**config.mk**
```make
export PLATFORM = sky130hd
export DESIGN_NAME = tagged_result_packer
export DESIGN_NICKNAME = d
export VERILOG_FILES = /design/src/rtl/rpk_pkg.sv /design/src/rtl/rpk_format.sv /design/src/rtl/rpk_hold.sv /design/src/rtl/rpk_overrun.sv /design/src/rtl/tagged_result_packer.sv
export SDC_FILE = /design/constraint.sdc
export NUM_CORES = 1
export LEC_CHECK = 0
export BUFFER_PORTS_ARGS = -buffer_cell sky130_fd_sc_hd__buf_2
export CORE_MARGIN = 4
export CORE_UTILIZATION = 37
export CTS_CLUSTER_DIAMETER = 50
export DETAILED_ROUTE_END_ITERATION = 10
export PLACE_DENSITY = 0.77
export SKIP_CTS_REPAIR_TIMING = 1
export SLEW_MARGIN = 5
export SYNTH_ARGS = -nofsm -noshare
export SYNTH_HDL_FRONTEND = slang
export SYNTH_SLANG_ARGS = --single-unit
```
**constraint.sdc**
```tcl
create_clock -name clk -period 3.4 [get_ports clk]
set_input_delay 0.17 -clock clk [delete_from_list [all_inputs] [get_ports clk]]
set_output_delay 0.17 -clock clk [all_outputs]
set_load 0.01 [all_outputs]
```
**src/rtl/rpk_pkg.sv**
```systemverilog
package rpk_pkg;

    localparam int ITEM_W = 32;
    localparam int HALF_W = 16;

    typedef struct packed {
        logic [ITEM_W-1:0] data;
        logic              wide;
    } item_t;

    typedef enum logic [1:0] {
        ACT_IDLE,
        ACT_LOAD,
        ACT_OVERWRITE,
        ACT_DRAIN
    } hold_act_t;

    typedef enum logic {
        HOLD_EMPTY,
        HOLD_FULL
    } hold_state_t;

    function automatic hold_act_t pick_action(input logic store,
                                              input logic full,
                                              input logic ready);
        if (store)
            return (full && !ready) ? ACT_OVERWRITE : ACT_LOAD;
        else if (full && ready)
            return ACT_DRAIN;
        else
            return ACT_IDLE;
    endfunction

endpackage

```
**src/rtl/rpk_format.sv**
```systemverilog
module rpk_format
    import rpk_pkg::*;
#(
    parameter int RES_W    = 12,
    parameter int CHAN_W   = 4,
    parameter int CHAN_LSB = 24
) (
    input  logic [RES_W-1:0]  value_i,
    input  logic [CHAN_W-1:0] chan_i,
    input  logic              tag_i,
    output item_t             item_o
);
    localparam int CHAN_TOP = CHAN_LSB + CHAN_W;

    generate
        if (CHAN_TOP <= ITEM_W && RES_W <= HALF_W && RES_W <= CHAN_LSB) begin : g_fit
            always_comb begin
                item_o = '0;
                item_o.data[RES_W-1:0] = value_i;
                item_o.wide = tag_i;
                if (tag_i)
                    item_o.data[CHAN_LSB +: CHAN_W] = chan_i;
            end
        end else begin : g_nofit
            always_comb begin
                item_o = '0;
                item_o.data[RES_W-1:0] = value_i;
                item_o.wide = tag_i;
            end
        end
    endgenerate
endmodule

```
**src/rtl/rpk_hold.sv**
```systemverilog
module rpk_hold
    import rpk_pkg::*;
(
    input  logic  clk,
    input  logic  rst,
    input  logic  store_i,
    input  item_t item_i,
    input  logic  ready_i,
    output logic  valid_o,
    output item_t item_o,
    output logic  overwrite_o
);
    hold_state_t state_q;
    item_t       item_q;
    hold_act_t   act;

    always_comb begin
        act         = pick_action(store_i, state_q == HOLD_FULL, ready_i);
        overwrite_o = (act == ACT_OVERWRITE);
    end

    always_ff @(posedge clk) begin
        if (rst) begin
            state_q <= HOLD_EMPTY;
            item_q  <= '0;
        end else begin
            unique case (act)
                ACT_LOAD, ACT_OVERWRITE: begin
                    state_q <= HOLD_FULL;
                    item_q  <= item_i;
                end
                ACT_DRAIN: state_q <= HOLD_EMPTY;
                default:   state_q <= state_q;
            endcase
        end
    end

    assign valid_o = (state_q == HOLD_FULL);
    assign item_o  = item_q;
endmodule

```
**src/rtl/rpk_overrun.sv**
```systemverilog
module rpk_overrun (
    input  logic clk,
    input  logic rst,
    input  logic set_i,
    input  logic clear_i,
    output logic flag_o
);
    logic flag_q;

    always_ff @(posedge clk) begin
        if (rst)
            flag_q <= 1'b0;
        else if (set_i)
            flag_q <= 1'b1;
        else if (clear_i)
            flag_q <= 1'b0;
    end

    assign flag_o = flag_q;
endmodule

```
**src/rtl/tagged_result_packer.sv**
```systemverilog
module tagged_result_packer
    import rpk_pkg::*;
#(
    parameter int RES_W    = 12,
    parameter int CHAN_W   = 4,
    parameter int CHAN_LSB = 24
) (
    input  logic              clk,
    input  logic              rst,
    input  logic              res_valid_i,
    input  logic [RES_W-1:0]  res_value_i,
    input  logic [CHAN_W-1:0] res_chan_i,
    input  logic              tag_en_i,
    input  logic              xfer_ready_i,
    output logic              xfer_valid_o,
    output logic [ITEM_W-1:0] xfer_data_o,
    output logic              xfer_wide_o,
    input  logic              ovr_clear_i,
    output logic              ovr_flag_o
);
    item_t fmt_item;
    item_t held_item;
    logic  overwrite;

    rpk_format #(
        .RES_W   (RES_W),
        .CHAN_W  (CHAN_W),
        .CHAN_LSB(CHAN_LSB)
    ) u_format (
        .value_i(res_value_i),
        .chan_i (res_chan_i),
        .tag_i  (tag_en_i),
        .item_o (fmt_item)
    );

    rpk_hold u_hold (
        .clk        (clk),
        .rst        (rst),
        .store_i    (res_valid_i),
        .item_i     (fmt_item),
        .ready_i    (xfer_ready_i),
        .valid_o    (xfer_valid_o),
        .item_o     (held_item),
        .overwrite_o(overwrite)
    );

    rpk_overrun u_overrun (
        .clk    (clk),
        .rst    (rst),
        .set_i  (overwrite),
        .clear_i(ovr_clear_i),
        .flag_o (ovr_flag_o)
    );

    assign xfer_data_o = held_item.data;
    assign xfer_wide_o = held_item.wide;
endmodule

```
==> results by group, run 1 <==
STA
  • Worst-Margin Slew: roughly 840 ps
  • Setup TNS: 0 ps
  • Slew Limit Fails: 0
  • Final hold vios: 0
  • Final worst path period share: 0.5197
  • Hold WS: 103.0 ps
  • RSZ-0062 raised after global routing: no
  • Worst slew margin: 0.4392
  • Maximum clock rate: between 0.5 and 0.6 GHz
  • Clk_skew: 4.826 ps
  • Fin crit period: 1767 ps
  • Setup violations, final: 0

Setup path
  • Crit path DAT: 1950 ps
  • Buf/Inv on CP: 0
  • Worst-path maximum fanout: 21
  • CP peak stage delay: 840 ps
  • Crit. End Element: flip-flop
  • Top cell by count, worst path: mux2i_1
  • Crit path launch type: flip-flop
  • Worst-path cell chain: mux2i_1 > ha_1 > mux2i_1 > nor2_1
  • Worst EP required: roughly 3600 ps
  • Slowest-stage cell, CP: ha_1
  • Crit Path Category: reg -> reg
  • Delay-heaviest family, CP: adder cells

Logic synthesis
  • Most frequent cell after synthesis: dfxtp_1
  • Leading area contributor after synthesis: dfxtp_1
  • Post-Syn Area: 848.3 um2
  • Post-synth top area share: 0.4484
  • Largest cells by area after synthesis: dfxtp_1 (45%), mux2i_1 (17%), buf_4 (14%)
  • Main synth FF type: dfxtp_1
  • Synth top cells by count: dfxtp_1 (19), buf_4 (16), mux2i_1 (14)
  • Cells after Synth: 88
  • YS warnings: 0
  • #FFs+latches synth: 19
  • Mean Syn Cell Area: 9.640 um2
  • Async SR Flop Fraction: 0
  • Yosys cell types: 15
  • Number of enable flip-flop cells after synthesis: 0
  • Seq/Total Area, Yosys: 0.4484

Cells and area
  • Layout cells sized above 1: 0.3465
  • Area growth, synth to finish: 19.62%
  • Antenna cells: 0
  • Multi-input gate area: 364.1 um2
  • Non-filler instance count after layout: 155
  • Fill count: 224
  • FF/Latch Area: roughly 380 um2
  • Nets: 151
  • Finished Cell Area: 1015 um2

Routing
  • Initial DRC Count: 4
  • Initial DRT Pass Iterations: 4
  • Vias: 666
  • DR vias/cell: 4.297
  • Avg WL per Cell: roughly 10 um
  • Routed Antenna Nets: 0
  • Total Routed Length: 1606 um
  • DRC Markers: 0

Global route
  • Vias in the first global route: between 600 and 700
  • Initial antenna violation count: 0
  • Largest net degree at the start of global routing: 22
  • GRT overflow: 0
  • GR Util All Layers: 0.1042
  • Global-route wire length before repair: about 2600 um

Min path
  • Hold WC Path Type: in -> reg

Floorplanning
  • Initial core utilization: 0.3872
  • # rows: 17
  • DIE AREA: 3123 um2
  • Core ar.: 2191 um2
  • Die Width: around 56 um
  • Top Ports: between 50 and 60
  • Die Y: 55.88 um

Flow run
  • Max-cap violations: 0

Clock network
  • Clock Sinks: 19
  • H-tree Lvls: 1
  • CTS tree: built
  • TritonCTS buffer count: 3
  • Register clock-pin slew on the reported worst setup and hold paths: between 100 and 150 ps
  • Clock latency on the worst-skew pair: slightly below 300 ps
  • Root Driver: clkbuf_4
  • Clk buf depth: 2

Place
  • HPWL after detailed placement: 1275 um
  • Placed cell areas: between 900 and 1000 um2
  • PortBufs: 40
  • Final GP Congestion: 0.6699
  • Post-Place Cells: 151

Power
  • Worst vdd ir: 289.4 uV
  • Power Density: roughly 450 nW/um2
  • Leak: between 0.0005 and 0.0006 uW

Status
  • Outcome: complete, no violations
[worst reg2reg max path, stage by stage (launching register included)]
cell and delay, ps:
dfxtp_1 390, mux2i_1 100, ha_1 840, mux2i_1 280
nor2_1 50
[cell type report]
cell class	instances	share of cell area
sequential	19	0.3748
multi-input combinational	62	0.3588
timing repair buffer	40	0.1973
tap	28	0.03453
clock buffer	3	0.02219
inverter	2	0.007398
clock inverter	1	0.004932
[path summary, 6_finish.rpt]
path                startpoint                 to  slack, ps  cells after the start
min reg2reg  u_hold.item_o[26]  u_hold.item_o[26]        470                      2
min             res_value_i[0]   u_hold.item_o[1]        100                      3
max             u_hold.valid_o   u_hold.item_o[0]       1630                      4
max reg2reg     u_hold.valid_o   u_hold.item_o[0]       1630                      4
[cells by family after synthesis]
logic type                 Yosys count  synth area share
other                                1          0.004421
AOI/OAI and AO/OA                    6           0.03540
buffers and inverters               22            0.1888
and+or+nand+nor                     24            0.1327
xor gates and xnor gates             1           0.01033
adders and majority gates            1           0.01475
muxes                               14            0.1652
DFF                                 19            0.4484
[power by group]
| part | switching (uW) | internal (uW) | total, uW | leakage, uW |
|---|---|---|---|---|
| Combinational | 54.7 | 46.4 | 101 | 0.000378 |
| Clock | 66.9 | 43.7 | 111 | 0.0000177 |
| Sequential | 8.71 | 240 | 249 | 0.000156 |
| Total | 130 | 330 | 461 | 0.000552 |
[routing by layer]
| layer | global-route usage | part of all wire | vias up |
|---|---|---|---|
| met4 | 0.04068 | 0.0093 | 0 |
| met3 | 0.03248 | 0.13 | 2 |
| met2 | 0.1875 | 0.47 | 39 |
| li1 | - | - | 330 |
| met5 | 0 | 0 | - |
| met1 | 0.1128 | 0.40 | 295 |
[flip-flops by register name, indices dropped and copies added (netlist names)]
signal and count:
u_hold.item_o 17, u_hold.valid_o 1, u_overrun.flag_o 1
[cells in the final DEF (no fill, tap or decap), drive strengths merged, types with 3 or more instances in the layout]
cell type	n
dfxtp	19
nor2	13
mux2i	14
conb	16
nand3b	4
a21oi	6
buf	40
nand2	4
clkbuf	3
[per-stage QoR]
| stage | setup WS (ps) | power (uW) | util |
|---|---|---|---|
| 2_1_floorplan | 2039 | 338.3 | - |
| 3_3_place_gp | 1565 | 352.3 | 0.4506 |
| 3_5_place_dp | 1489 | 356.4 | 0.4506 |
| 4_1_cts | 1584 | 469.3 | 0.4632 |
| 5_1_grt | 1427 | 492.6 | 0.4632 |
| 6_report | 1633 | 460.6 | 0.4632 |
Power figures use the tool's default switching activity.
==> run 2, diff against run 1 <==
Settings changed: CORE_UTILIZATION 37 to 36, PLACE_DENSITY 0.77 to 0.78.
Clock period 3.4 ns to 1.59 ns, I/O delays scaled along.
==> results by group, run 2 (synthesis results as in run 1) <==
Cells and area
  • Layout cells sized above 1: 0.3566 (+0.01013)
  • Most frequent cells in the layout: buf_2 (40), dfxtp_1 (19), conb_1 (16)
  • Area growth, synth to finish: 21.68%
  • Antenna cells: 0 (unchanged)
  • Commonest non-fill, non-tap cell in the layout: buf_2
  • Max FFs per register: 17 (unchanged)
  • Nets: 153 (+1.3%)

Power
  • Gate power share: 0.225 (+0.006)
  • Leak: 0.0005578 uW (+1.1%)
  • Sw frac: 0.2845 (+0.001660)
  • Part of the power in registers: 0.533 (-0.007)
  • Worst vdd ir: 563.6 uV (+95%)
  • Clk network pwr share: 0.242 (+0.002)
  • Power Density: 966.5 nW/um2 (+110%)
  • Internal cell power: 713.8 uW (+120%)
  • Sw Pwr: 283.8 uW (+120%)

Global route
  • Initial antenna violation count: 0 (unchanged)
  • GRT overflow: 0 (unchanged)
  • Vias in the first global route: 632 (-1.1%)
  • GR Util All Layers: 0.09972 (-0.004462)
  • Global-route wire length before repair: 2518 um (-4.2%)
  • Largest net degree at the start of global routing: 20 (-9.1%)

Routing
  • Routed Antenna Nets: 0 (unchanged)
  • Avg WL per Cell: 10.36 um (about the same)
  • Total Routed Length: 1626 um (+1.2%)
  • Initial DRT Pass Iterations: 2 (-2)
  • Vias: 678 (+1.8%)
  • DRC Markers: 0 (unchanged)
  • DR vias/cell: 4.318 (+0.50%)
  • Initial DRC Count: 6 (+2)

Setup path
  • Worst-path maximum fanout: 11 (-48%)
  • Start point of the critical path: u_hold.valid_o
  • Crit path DAT: 1660 ps (-290 ps)
  • Crit. End Element: flip-flop
  • Critical R2R Launch: u_hold.valid_o
  • Crit Path Category: reg -> reg
  • Worst-path cell chain: mux2i_1 > ha_1 > buf_4 > nand3b_1 > a21oi_1
  • Crit path launch type: flip-flop
  • CP peak stage delay: 390 ps (-450 ps)
  • Worst EP required: 1820 ps (-1770 ps)
  • Slowest-stage cell, CP: dfxtp_1

STA
  • Final worst path period share: 0.9021 (+0.3824)
  • Setup violations, final: 0 (unchanged)
  • Maximum clock rate: 0.6972 GHz (+23%)
  • Fin crit period: 1434 ps (-332.7 ps)
  • Setup TNS: 0 ps (unchanged)
  • Hold WS: 5.617 ps (-97.36 ps)
  • Setup ws final: 155.6 ps (-1477 ps)
  • Final hold vios: 0 (unchanged)
  • Clk_skew: 5.523 ps (+0.6974 ps)
  • Slew Limit Fails: 0 (unchanged)
  • RSZ-0062 raised after global routing: no

Clock network
  • Clk buf depth: 2 (unchanged)
  • Root Driver: clkbuf_4
  • CTS tree: built
  • TritonCTS buffer count: 3 (unchanged)
  • Clock Sinks: 19 (unchanged)
  • H-tree Lvls: 1 (unchanged)
  • Register clock-pin slew on the reported worst setup and hold paths: 110 ps (about the same)
  • Clock latency on the worst-skew pair: 290 ps (about the same)

Place
  • Pre-CTS setup slack: 145.6 ps (-1343 ps)
  • PortBufs: 40 (unchanged)
  • HPWL after detailed placement: 1339 um (+5.0%)
  • Final GP Congestion: 0.6651 (-0.72%)

Floorplanning
  • DIE AREA: 3197 um2 (+2.4%)
  • Die Y: 56.55 um (+1.2%)
  • Core ar.: 2233 um2 (+1.9%)
  • Top Ports: 57 (unchanged)
  • Die Width: 56.55 um (+1.2%)
  • Initial core utilization: 0.3798 (-0.007375)
  • # rows: 17 (unchanged)

Flow run
  • Max-cap violations: 0 (unchanged)

Status
  • Outcome: complete, no violations

Min path
  • Worst hold path startpoint: res_value_i[2]
  • Hold WC Path Type: in -> reg
## run 2: changes by cell type in the layout (fill, tap and decap cells not counted)
cell / before / now
buf_4: 0 / 2
clkinvlp_4: 0 / 1
clkinv_2: 1 / 0
## run 2: layout make-up
cell class	instances	area, um2
fill	235	1201
tap	28	35.03
clock inverter	1	7.507
sequential	19	380.4
timing repair buffer	42	215.2
inverter	2	7.507
multi-input combinational	62	364.1
clock buffer	3	22.52
## run 2: final timing paths
path	end	slack, ps	cells past startpoint
setup / recovery	u_hold.item_o[28]	160	5
hold / removal	u_hold.item_o[3]	6	3
setup reg to reg	u_hold.item_o[28]	160	5
hold reg to reg	u_hold.item_o[25]	460	2
## run 2: stage by stage
| step | utilization | instance area (um2) | total power [uW] | std cells |
|---|---|---|---|---|
| 4_1_cts | 0.4622 | 1032 | 1016 | 157 |
| 6_report | 0.4622 | 1032 | 997.7 | 157 |
| 5_1_grt | 0.4622 | 1032 | 1060 | 157 |
| 3_3_place_gp | 0.4487 | 1002 | 760.4 | 153 |
| 3_5_place_dp | 0.4487 | 1002 | 770.3 | 153 |
| 2_1_floorplan | - | 904.6 | 723.4 | 103 |
## run 2: power groups by stage
stage | Combinational, uW | Sequential [uW] | Clock, uW
floorplan | 162 | 561 | 0
global placement | 219 | 542 | 0
detailed placement | 227 | 543 | 0
CTS | 228 | 533 | 255
global route | 249 | 537 | 275
finish | 224 | 532 | 241
## run 2: per-layer routing
layer / GRT usage / vias up / wire length (um)
met3: 0.05977 / 0 / 220
met1: 0.1064 / 300 / 664
met5: 0 / - / 0
met4: 0.02034 / 0 / 0
met2: 0.1683 / 44 / 741
li1: - / 334 / -
## run 2: worst max-delay path, delay by kind of cell (launching register included)
| kind | cells | cell delay [ps] |
|---|---|---|
| mux | 1 | 230 |
| flops | 1 | 390 |
| simple gates | 1 | 160 |
| fa+ha+maj | 1 | 270 |
| buf+inv | 1 | 180 |
| compound gates | 1 | 140 |
